`config.mk`:
```
export PLATFORM = sky130hd
export DESIGN_NAME = tblrd_unit
export DESIGN_NICKNAME = d
export VERILOG_FILES = /design/src/rtl/tblrd_unit.sv
export SDC_FILE = /design/constraint.sdc
export NUM_CORES = 1
export LEC_CHECK = 0
export BUFFER_PORTS_ARGS = -buffer_cell sky130_fd_sc_hd__buf_2
export CORE_UTILIZATION = 34
export CTS_BUF_LIST = sky130_fd_sc_hd__clkbuf_16
export DETAILED_ROUTE_END_ITERATION = 6
export PLACE_DENSITY = 0.73
export RECOVER_POWER = 50
export SLEW_MARGIN = 0
export SYNTH_ARGS = -nofsm -noshare
export SYNTH_HDL_FRONTEND = slang
export SYNTH_SLANG_ARGS = --single-unit
```
`constraint.sdc`:
```
create_clock -name clk -period 1.4 [get_ports clk]
set_input_delay 0 -clock clk [delete_from_list [all_inputs] [get_ports clk]]
set_output_delay 0 -clock clk [all_outputs]
set_load 0.1 [all_outputs]
```
`src/rtl/tblrd_unit.sv`:
```
module tblrd_unit #(
  parameter int ADDR_W = 11,
  parameter int WORD_W = 14,
  parameter int DST_W  = 7,
  parameter int HI_W   = 8
) (
  input  logic              clk,
  input  logic              rst,
  input  logic              start_i,
  input  logic              last_page_i,
  input  logic [ADDR_W-9:0] pc_hi_i,
  input  logic [7:0]        ptr_i,
  input  logic [DST_W-1:0]  dst_i,
  output logic [ADDR_W-1:0] rom_addr_o,
  output logic              rom_re_o,
  input  logic [WORD_W-1:0] rom_data_i,
  output logic              wr_en_o,
  output logic [DST_W-1:0]  wr_addr_o,
  output logic [7:0]        wr_data_o,
  output logic [HI_W-1:0]   hi_o,
  output logic              busy_o
);
  localparam int PG_W   = ADDR_W - 8;
  localparam int KEEP_W = WORD_W - 8;

  typedef enum logic [1:0] {S_IDLE, S_FETCH, S_WRITE} st_t;

  st_t               st;
  logic [ADDR_W-1:0] addr_q;
  logic [DST_W-1:0]  dst_q;
  logic [HI_W-1:0]   hi_q;
  logic              take;

  assign take = start_i && (st == S_IDLE);

  always_ff @(posedge clk) begin
    if (rst) begin
      st   <= S_IDLE;
      hi_q <= '0;
    end else begin
      case (st)
        S_IDLE:  if (take) st <= S_FETCH;
        S_FETCH: st <= S_WRITE;
        default: begin
          st   <= S_IDLE;
          hi_q <= HI_W'(rom_data_i[WORD_W-1:8]);
        end
      endcase
    end
  end

  always_ff @(posedge clk) begin
    if (take) begin
      addr_q <= {(last_page_i ? {PG_W{1'b1}} : pc_hi_i), ptr_i};
      dst_q  <= dst_i;
    end
  end

  assign busy_o     = (st != S_IDLE);
  assign rom_re_o   = (st == S_FETCH);
  assign rom_addr_o = addr_q;
  assign wr_en_o    = (st == S_WRITE);
  assign wr_addr_o  = dst_q;
  assign wr_data_o  = rom_data_i[7:0];
  assign hi_o       = hi_q;

  p_cur_page_r1: assert property (@(posedge clk) disable iff (rst)
    (start_i && !busy_o && !last_page_i) |=> (rom_re_o && rom_addr_o == {$past(pc_hi_i), $past(ptr_i)}));

  p_last_page_r2: assert property (@(posedge clk) disable iff (rst)
    (start_i && !busy_o && last_page_i) |=> (rom_re_o && rom_addr_o[ADDR_W-1:8] == {PG_W{1'b1}}
                                             && rom_addr_o[7:0] == $past(ptr_i)));

  p_two_cycles_r3: assert property (@(posedge clk) disable iff (rst)
    rom_re_o |=> (busy_o && !rom_re_o && wr_en_o));

  p_wr_pulse_r4: assert property (@(posedge clk) disable iff (rst)
    wr_en_o |=> (!wr_en_o && !busy_o));

  p_hi_load_r5: assert property (@(posedge clk) disable iff (rst)
    wr_en_o |=> (hi_o[KEEP_W-1:0] == $past(rom_data_i[WORD_W-1:8]) && (hi_o >> KEEP_W) == '0));

  p_hi_hold_r6: assert property (@(posedge clk) disable iff (rst)
    !wr_en_o |=> $stable(hi_o));

  p_ignore_busy_r7: assert property (@(posedge clk) disable iff (rst)
    (busy_o && start_i && !rom_re_o) |=> !busy_o);

  p_addr_held_r8: assert property (@(posedge clk) disable iff (rst)
    rom_re_o |=> $stable(rom_addr_o) && $stable(wr_addr_o));

  p_reset_r9: assert property (@(posedge clk)
    rst |=> (!busy_o && !wr_en_o && !rom_re_o && hi_o == '0));

  initial begin
    a_cfg: assert (ADDR_W >= 10 && ADDR_W <= 12 && WORD_W > 8 && WORD_W - 8 <= HI_W);
  end
endmodule

```
==> metrics, run 1 <==
initial antenna violation count=0; final setup vio count=0; CTS Buf Count=3; #FFs+latches synth=26; Non-Filler Instances=159; area added between synthesis and finish=58.5%; Synth area leaders=edfxtp_1 57%, dfxtp_1 17%, buf_4 8.0%; Initial Util=about 37%; Synth top area share=57.3%; FP Rows=18; hold depth=3; HP Class=in2reg; share of cells above drive strength 1=46.5%; Tmin final=1310 ps; Post-route DRC=0; setup slack, reg-to-reg=300 ps; CP Capture Type=primary output; Post-CTS Setup Bufs=0; Final HPWL DP=1.33 mm; die area=2990 µm²; crit share post-route=93.5%; most frequent cells in the layout=44 x buf_2, 20 x dlygate4sd3_1, 18 x edfxtp_1; run status=complete, but fails checks; fmax=764 MHz; maximum vdd drop=985 µV; Num Clock Sinks=26; Nets=166; Pins Over Slew Limit=0; Clock Pin Slew Worst Setup and Hold Paths=around 60 ps; Critical Path Source Type=flop; Syn Inst Count=59; CP arrival=1310 ps; DR vias=675; global-route wire length before repair=2.46 mm; GRT Util Overall=12.4%; final hold violations=1; Area after DPL=1220 µm²; synthesis warning total=0; R2R cell count=2; global placer's final weighted congestion=0.635; die height=54.7 µm; leakage power=around 0.00066 µW; Via density=4.25; wire per inst=11.5 µm; CTS Buffer Depth=2; htree depth=1; Die Wd=54.7 µm; Routed Antenna Nets=0; core area=2540 µm²; worst-margin pin slew=542 ps; final setup margin=a little over 90 ps; clk_lat worst skew=between 200 and 300 ps; Boundary Pins=73; first-pass iteration count of the detailed router=4; most common cell after layout, fill and taps aside=buf_2; Port-buffer cells=54; pre-CTS setup slack=294 ps; power density over the cells=between 1000 and 1500 nW/µm²; post-synthesis sequential area ratio=approximately 74%; failing checks=hold timing; total grt overflow=0; dpl cells=approximately 140; hold slack=-0.981 ps; largest net degree at the start of global routing=20; RSZ-0062 raised after global routing=no; WS Path Type=reg2out; mapped cell area=roughly 940 µm²; Total Wirelength=1.83 mm; Root Driver=clkbuf_16; n_diodes=0; max-capacitance violation count=0; Finished Cell Area=1500 µm²; CP max FO=9; slew margin rel.=64.0%; Critical Path RT=between 1000 and 1500 ps; Syn Area/Cell=16.0 µm²; vias in the first global route=~580; Clock Skew=1.67 ps; CTS tree=yes; Netlist cell types=11; drt first-iter violations=6; largest area contributor in the netlist=edfxtp_1
[worst max-delay path, cell delays in order (launching register included)]
cell and delay (ps):
dfxtp_1 330, buf_4 190, nor2b_2 110, buf_2 430
[logic make-up (layout without fill, tap and decap cells)]
kind of cell / count (synthesis) / count (layout) / synth area share (%)
DFF: 26 / 26 / 74.3
and+or+nand+nor: 15 / 15 / 9.81
muxes: 6 / 6 / 6.37
buffers and inverters: 11 / 80 / 9.15
other: 1 / 2 / 0.397
[report_power, final]
| part | internal [µW] | switching [µW] |
|---|---|---|
| Sequential | 870 | 14.3 |
| Clock | 380 | 218 |
| Combinational | 120 | 389 |
[routing by layer]
layer / part of all wire [%] / up-vias / GRT usage, %
met3: 12 / 10 / 4.72
li1: - / 328 / -
met2: 47 / 40 / 21.9
met5: 0 / - / 0
met1: 39 / 297 / 12.3
met4: 2.6 / 0 / 6.41
[stage by stage]
step                      setup TNS [ps]  power, µW  utilization, %
final                                  0       1990            58.8
after detailed placement               0       1370            47.9
after floorplan                     -134       1380               -
after CTS                              0       2020            58.8
after global routing                   0       2060            58.8
after global placement                 0       1360            47.9
[layout make-up]
| cell class | instances | area (µm²) |
|---|---|---|
| timing repair buffer | 76 | 513 |
| multi-input combinational | 23 | 165 |
| clock buffer | 3 | 75.1 |
| fill | 210 | 1050 |
| clock inverter | 1 | 3.75 |
| tap | 30 | 37.5 |
| sequential | 26 | 701 |
[Yosys cell counts]
cell type  instances
nor2b_1            3
or2_1              4
mux2i_1            6
buf_6              1
dfxtp_1            8
nor2_1             6
conb_1             1
and2b_1            1
nor3b_4            1
edfxtp_1          18
buf_4             10
[worst paths after layout]
kind                       start           end
setup / recovery           st[1]      rom_re_o
hold / removal    rom_data_i[12]       hi_o[4]
setup reg to reg           st[0]  wr_addr_o[2]
hold reg to reg          hi_o[1]       hi_o[1]
[registers in the layout, indices dropped and copies added (netlist names)]
name	count
hi_o	6
st	2
wr_addr_o	7
rom_addr_o	11
[timing repair]
item,4_1_cts,5_1_grt
setup endpoints to repair,0,0
endpoints found under the hold margin,20,0
hold buffers,20,0
resized for setup,0,0
No activity file was read; power rests on OpenSTA's default activity.
==> run 2, diff against run 1 <==
clock period = 1.15 ns   (was 1.4 ns; I/O delays follow)
==> run 2 against run 1 <==
Effect of this change: the flow now finishes without violations; design area up 4.4%; critical path depth did not move; first-iteration DRC count grew 17%; via count rose by 0.59%; combinational power increased by 27%; non-clock buffer count increased by 2; sequential power grew 22%; largest cell class unchanged; largest power group unchanged.
==> metrics, run 2 (synthesis gave the netlist of run 1 again) <==
run status=finished clean; CP arrival=1110 ps; Pins Over Slew Limit=0; Clock Skew=about 1.4 ps; setup TNS=0 ps; slowest CP cell=dfxtp_2; Multi-input gate area=about 170 µm²; flip-flop and latch area=709 µm²; Num Clock Sinks=26; Boundary Pins=73; Non-Filler Instances=161; final setup vio count=0; Tmin final=1110 ps; Total Wirelength=1.96 mm; Critical Path Source Type=flop; Die Wd=54.7 µm; die area=between 2000 and 3000 µm²; GRT Util Overall=13.3%; global placer's final weighted congestion=0.605; CP Cell Sequence=buf_6, or2_4, buf_12; total grt overflow=0; Post-route DRC=0; drt first-iter violations=7; Final HPWL DP=1.33 mm; crit share post-route=96.4%; Final Power=2470 µW; Largest register FFs=11; setup slack, reg-to-reg=80 ps; switching share of power=31.4%; first-pass iteration count of the detailed router=3; clock network power share=30.1%; worst-margin pin slew=~540 ps; initial antenna violation count=0; internal cell power=1690 µW; CP max FO=5; combinational group share of total power=26.3%; most frequent cells in the layout=44 x buf_2, 20 x dlygate4sd3_1, 18 x edfxtp_1; Finished Cell Area=1560 µm²; hold path startpoint=rom_data_i[1]; R2R cell count=2; largest net degree at the start of global routing=20; WS Path Type=reg2out; htree depth=1; CTS Buf Count=3; number of fill cells in the layout=196; clk_lat worst skew=250 ps; Sequential Power Share=43.6%; net switching power=~780 µW; power density over the cells=between 1500 and 2000 nW/µm²; FP Rows=18; maximum vdd drop=approximately 1300 µV; Via density=4.22; Root Driver=clkbuf_16; vias in the first global route=about 610; CTS Buffer Depth=2; slew margin rel.=64.1%; Routed Antenna Nets=0; Nets=168; die height=roughly 55 µm; global-route wire length before repair=around 2.6 mm; most common cell after layout, fill and taps aside=buf_2; cell family with most CP delay=flip-flops; area added between synthesis and finish=65.4%; Clock Pin Slew Worst Setup and Hold Paths=60 ps; max incr delay on CP=330 ps; core area=2540 µm²; Initial Util=37.1%; n_diodes=0; fmax=902 MHz; hold depth=0; HP Class=in2out; CP Capture Type=primary output; dpl cells=between 100 and 150; Port-buffer cells=54; Crit Reg-Reg Endpoint=wr_addr_o[2]; Area after DPL=1260 µm²; Reg-to-Reg Start=st[0]; share of cells above drive strength 1=55.0%; Hold Path Sink=wr_data_o[1]; RSZ-0062 raised after global routing=no; CTS tree=yes; DR vias=679; wire per inst=roughly 12 µm; final hold violations=0; CP bufs+invs=2; Critical Path RT=roughly 1200 ps; max-capacitance violation count=0; leakage power=0.000679 µW
run 2: layer usage:
metal | GRT usage, % | vias to the layer above | share of wire [%]
met5 | 0 | - | 0
met4 | 6.41 | 0 | 0.97
met3 | 5.56 | 2 | 11
met2 | 23.5 | 41 | 50
met1 | 13.3 | 301 | 39
li1 | - | 335 | -
run 2: per-stage QoR:
| step | worst slack, ps | hold WS, ps | utilization (%) |
|---|---|---|---|
| finish | 41.1 | 0.0439 | 61.3 |
| global route | 2.46 | 0.148 | 61.3 |
| CTS | 0.815 | 0.681 | 60.8 |
| detailed placement | 80.9 | 0.681 | 49.5 |
| global placement | 102 | 0.681 | 49.5 |
| floorplan | -233 | 65.0 | - |
run 2: area by class of cell:
| class | count | area share, % |
|---|---|---|
| sequential | 26 | 45.5 |
| timing repair buffer | 78 | 36.0 |
| multi-input combinational | 23 | 11.1 |
| clock buffer | 3 | 4.81 |
| tap | 30 | 2.41 |
| clock inverter | 1 | 0.241 |
run 2: worst max-delay path by stage:
stage | startpoint | end | cells after the start
global placement | st[0] | rom_addr_o[10] | 2
finish | st[1] | busy_o | 3
global route | st[1] | wr_en_o | 3
CTS | st[1] | busy_o | 3
detailed placement | st[0] | wr_addr_o[5] | 2
floorplan | st[1] | rom_addr_o[0] | 2
run 2: repair_timing:
item,4_1_cts,5_1_grt
hold endpoints to repair,19,1
buffers inserted,2,0
gates resized for setup,2,1
endpoints found under the setup margin,2,1
pin swaps,0,1
hold buffers,19,1
run 2: power by group through the flow:
stage | Combinational (µW) | Sequential [µW] | Clock, µW
finish | 650 | 1080 | 743
global route | 675 | 1080 | 809
CTS | 648 | 1080 | 770
detailed placement | 593 | 1100 | 0
global placement | 587 | 1090 | 0
floorplan | 265 | 1420 | 0
